<file path="src/rtl/pwm_match_timer.sv">
module pwm_match_timer #(
  parameter int CW  = 32,
  parameter int NCH = 4,
  parameter int AW  = $clog2(NCH + 3)
) (
  input  logic           clk,
  input  logic           rst_n,
  input  logic           tick,
  input  logic           wr_en,
  input  logic [AW-1:0]  wr_addr,
  input  logic [CW-1:0]  wr_data,
  output logic [CW-1:0]  count,
  output logic [NCH-1:0] pwm_out
);
  localparam int ADDR_RST = NCH;
  localparam int ADDR_PWM = NCH + 1;
  localparam int ADDR_EXT = NCH + 2;

  logic [CW-1:0]  match_q [NCH];
  logic [NCH-1:0] rst_en_q, pwm_en_q, ext_q, out_q, hit;
  logic [CW-1:0]  cnt_q, cnt_nxt;
  logic           wrap;

  assign wrap    = |hit;
  assign cnt_nxt = wrap ? '0 : cnt_q + 1'b1;
  assign count   = cnt_q;
  assign pwm_out = (pwm_en_q & out_q) | (~pwm_en_q & ext_q);

  always_ff @(posedge clk or negedge rst_n)
    if (!rst_n) cnt_q <= '0;
    else if (tick) cnt_q <= cnt_nxt;

  always_ff @(posedge clk or negedge rst_n)
    if (!rst_n) begin
      rst_en_q <= '0;
      pwm_en_q <= '0;
      ext_q    <= '0;
    end else if (wr_en) begin
      if (wr_addr == AW'(ADDR_RST)) rst_en_q <= wr_data[NCH-1:0];
      if (wr_addr == AW'(ADDR_PWM)) pwm_en_q <= wr_data[NCH-1:0];
      if (wr_addr == AW'(ADDR_EXT)) ext_q    <= wr_data[NCH-1:0];
    end

  for (genvar i = 0; i < NCH; i++) begin : g_ch
    assign hit[i] = rst_en_q[i] && (cnt_q == match_q[i]);

    always_ff @(posedge clk or negedge rst_n)
      if (!rst_n) match_q[i] <= '0;
      else if (wr_en && wr_addr == AW'(i)) match_q[i] <= wr_data;

    always_ff @(posedge clk or negedge rst_n)
      if (!rst_n) out_q[i] <= 1'b0;
      else if (tick) begin
        if (cnt_nxt == match_q[i]) out_q[i] <= 1'b1;
        else if (cnt_nxt == '0)    out_q[i] <= 1'b0;
      end

    p_cycle_low_r5: assert property (@(posedge clk) disable iff (!rst_n)
      (tick && wrap && pwm_en_q[i] && match_q[i] != '0 && !wr_en) |=> !pwm_out[i]);

    p_zero_high_r8: assert property (@(posedge clk) disable iff (!rst_n)
      (tick && wrap && pwm_en_q[i] && match_q[i] == '0 && !wr_en) |=> pwm_out[i]);
  end

  p_hold_r2: assert property (@(posedge clk) disable iff (!rst_n)
    !tick |=> $stable(count));

  p_step_r2: assert property (@(posedge clk) disable iff (!rst_n)
    (tick && !wrap) |=> count == $past(count) + 1'b1);

  p_wrap_r3: assert property (@(posedge clk) disable iff (!rst_n)
    (tick && wrap) |=> count == '0);

  p_quiet_r11: assert property (@(posedge clk) disable iff (!rst_n)
    (!tick && !wr_en) |=> $stable(pwm_out));
endmodule

</file>
<file path="config.mk">
export PLATFORM = sky130hd
export DESIGN_NAME = pwm_match_timer
export DESIGN_NICKNAME = d
export VERILOG_FILES = /design/src/rtl/pwm_match_timer.sv
export SDC_FILE = /design/constraint.sdc
export NUM_CORES = 1
export LEC_CHECK = 0
export ABC_AREA = 0
export BUFFER_PORTS_ARGS = -buffer_cell sky130_fd_sc_hd__buf_2
export CORE_MARGIN = 2
export CORE_UTILIZATION = 55
export CTS_BUF_LIST = sky130_fd_sc_hd__clkbuf_8
export CTS_CLUSTER_SIZE = 14
export DETAILED_ROUTE_END_ITERATION = 6
export PLACE_DENSITY = 0.8
export SYNTH_ARGS = -nofsm -noshare
export SYNTH_HDL_FRONTEND = slang
export SYNTH_SLANG_ARGS = --single-unit
</file>
<file path="constraint.sdc">
create_clock -name clk -period 5.1 [get_ports clk]
set_input_delay 1.02 -clock clk [delete_from_list [all_inputs] [get_ports clk]]
set_output_delay 1.02 -clock clk [all_outputs]
set_load 0.02 [all_outputs]
</file>
==> results.yml <==
global_routing:
  antenna_found_initial: 2
  gr-usage-met2_pct: 65.0
  use_met3_pct: 13.8
  grt-ovfl-total: 0
  grt_busiest_layer: "met2"
  gr-usage-met1_pct: 63.8
  grt_max_degree: 102
  grt_use_total_pct: 45.7
  grt_pass1_vias: 10100
  grt_pass1_wl_um: 72500
power_and_ir_drop:
  irDropWorstVdd_v: 0.000260
  p_leak_nw: 5.40
  p_per_area_mw_per_mm2: 436
status:
  status: "complete, but fails checks"
  violations: "max-capacitance violations, max-slew violations"
clock_network:
  ctsHoldBuffers: 0
  cts_max_level: 4
  cts_root_buffer: "clkbuf_8"
  cts_tree: "yes"
  postCtsSetupBuffers: 0
  cts_made_buffers: 17
  clk_latency_ns: 0.51
  cts.clk_slew.worst_paths_ns: 0.12
  cts_buffer_depth: 2
  postCtsResizedCells: 0
  clkSinkCount: 176
job:
  drv_cap: 2
yosys:
  synthArstFlopShare_pct: 100
  synth_area_leaders: "dfrtp_1, mux2_2, xor2_1"
  synth_flop_cell: "dfrtp_1"
  synth_top_cell_by_area: "dfrtp_1"
  synth.distinct_cells: 67
  synthCells: 1165
  synth.net_count: 1205
  yosys_warnings: 0
  synth_seq_cells: 176
  synth-edff-count: 0
  yosysSeqAreaShare_pct: 37.6
  synth_area_mm2: 0.0117
  synth_top_area_share_pct: 37.6
  syn_area_per_cell_um2: 10.1
layout:
  layout_common_cells: "dfrtp_1, mux2_2, xor2_1"
  final_common_cell: "dfrtp_1"
  fill_cells: 1804
  final_layout_size_suffix_gt1_share_pct: 25.4
  fin_nets: 1252
  area_growth_pct: 9.22
route:
  drtIter0Drc: 1873
  vias: 10800
  antenna_left: 0
  drcViolationCount: 0
  wl_per_cell_um: 33.6
  vias_per_cell: 7.18
  drt_first_pass_iters: 7
  drt_wl_total_um: 50400
critical_path:
  crit_start: "count[1]$_DFFE_PN0P_"
  startpoint_type: "flip-flop"
  cp_max_fo: 9
  end_kind: "flip-flop"
  cp.required_ns: 5.48
  reg2reg_from: "count[1]$_DFFE_PN0P_"
  path_class: "flip-flop to flip-flop"
  critPathArrivalTime_ns: 4.92
timing:
  setup_tns_ns: 0
  rsz0062_at_grt: "no"
  timing.final.crit_share_pct: 89.1
  whs_ns: 0.518
  drv_slew: 10
  layout_min_cycle_time_ns: 4.54
  fin_worst_skew_ns: 0.0266
  final_hold_viol_count: 0
  worst_pin_slew_ns: 1.51
  setup_viol: 0
  fmax_ghz: 0.220
  relSlewSlack_pct: -1.48
die:
  rows: 53
  die_w_um: 150
  dieArea_mm2: 0.0225
  die_y_um: 150
  io_pins: 75
  initial_core_util_pct: 55.9
  coreArea_mm2: 0.0210
hold_path:
  hp-class: "flip-flop to flip-flop"
  min_from: "ext_q[1]$_DFFE_PN0P_"
place:
  gp_congestion: 1.10
  portBuffers: 74
  hpwl_um: 38300
==> per-layer routing <==
layer  vias up  share of wire (%)
li1       4391                  -
met4         0                5.9
met5         -                  0
met1      5357                 40
met3       180                 13
met2       847                 42
==> state kept, by name (all words and copies together) (netlist names) <==
| signal | count |
|---|---|
| match_q | 128 |
| count | 32 |
| ext_q | 4 |
| out_q | 4 |
| pwm_en_q | 4 |
| rst_en_q | 4 |
==> power breakdown <==
part,switching [W],total [W],internal [W]
combinational,0.00122,0.00211,0.000887
clock,0.000656,0.00104,0.000387
sequential,0.000750,0.00243,0.00168
==> cell families (layout without fill, tap and decap cells) <==
group	after synthesis	in the layout	synth area share, %
other	0	1	0
AND/OR/NAND/NOR	314	314	15.4
AO/OA/AOI/OAI	219	219	12.6
adder cells (fa/ha/maj)	1	1	0.107
XOR/XNOR	213	213	16.5
flip-flops	176	176	37.6
buffers and inverters	96	156	3.81
multiplexers	146	146	14.0
==> cells in the mapped netlist, types with 32 or more instances <==
cell type and number:
nand3_1 33, nor2_1 43, a21oi_1 32, dfrtp_1 176, nor3_1 47, nand2_1 46, o21ai_0 59, clkbuf_1 43
nand4_1 35, xnor2_1 84, mux2_2 145, xor2_1 125
==> area by class of cell <==
type | count | area, µm² | share of cell area (%)
Multi-Input combinational cell | 893 | 6900 | 53.9
Sequential cell | 176 | 4400 | 34.4
Timing Repair Buffer | 111 | 679 | 5.31
Tap cell | 275 | 344 | 2.69
Clock buffer | 18 | 248 | 1.94
Clock inverter | 14 | 165 | 1.29
Inverter | 13 | 48.8 | 0.381
Antenna cell | 1 | 2.50 | 0.0196
==> through the flow <==
stage	util [%]	area (µm²)	cells	total power (W)	setup WS, ns
CTS	61.0	12800	1500	0.00546	0.762
floorplan	-	11700	1165	0.00344	1.96
finish	61.0	12800	1501	0.00558	0.557
global placement	59.1	12400	1468	0.00442	0.661
global route	61.0	12800	1500	0.00573	0.361
detailed placement	59.1	12400	1468	0.00443	0.766
==> critical path: stages (launching register included) <==
cell and delay (ns):
dfrtp_1 0.70, ha_1 0.40, nand3_1 0.14, nor3_1 0.55
nand3_1 0.26, xor2_1 1.04, nand4_1 0.19, nor4_1 0.50
and4_1 0.27, o21a_1 0.24, o32ai_1 0.12
==> path summary, 6_finish.rpt <==
path                                             to  slack [ns]  depth (start not counted)
max in group asynchronous  match_q[110]$_DFFE_PN0P_        3.57                          2
max                            out_q[2]$_DFFE_PN0P_        0.56                         10
min reg2reg                    ext_q[1]$_DFFE_PN0P_        0.52                          1
min                            ext_q[1]$_DFFE_PN0P_        0.52                          1
min in group asynchronous     count[27]$_DFFE_PN0P_        0.59                          1
max reg2reg                    out_q[2]$_DFFE_PN0P_        0.56                         10
Power figures use the tool's default switching activity.
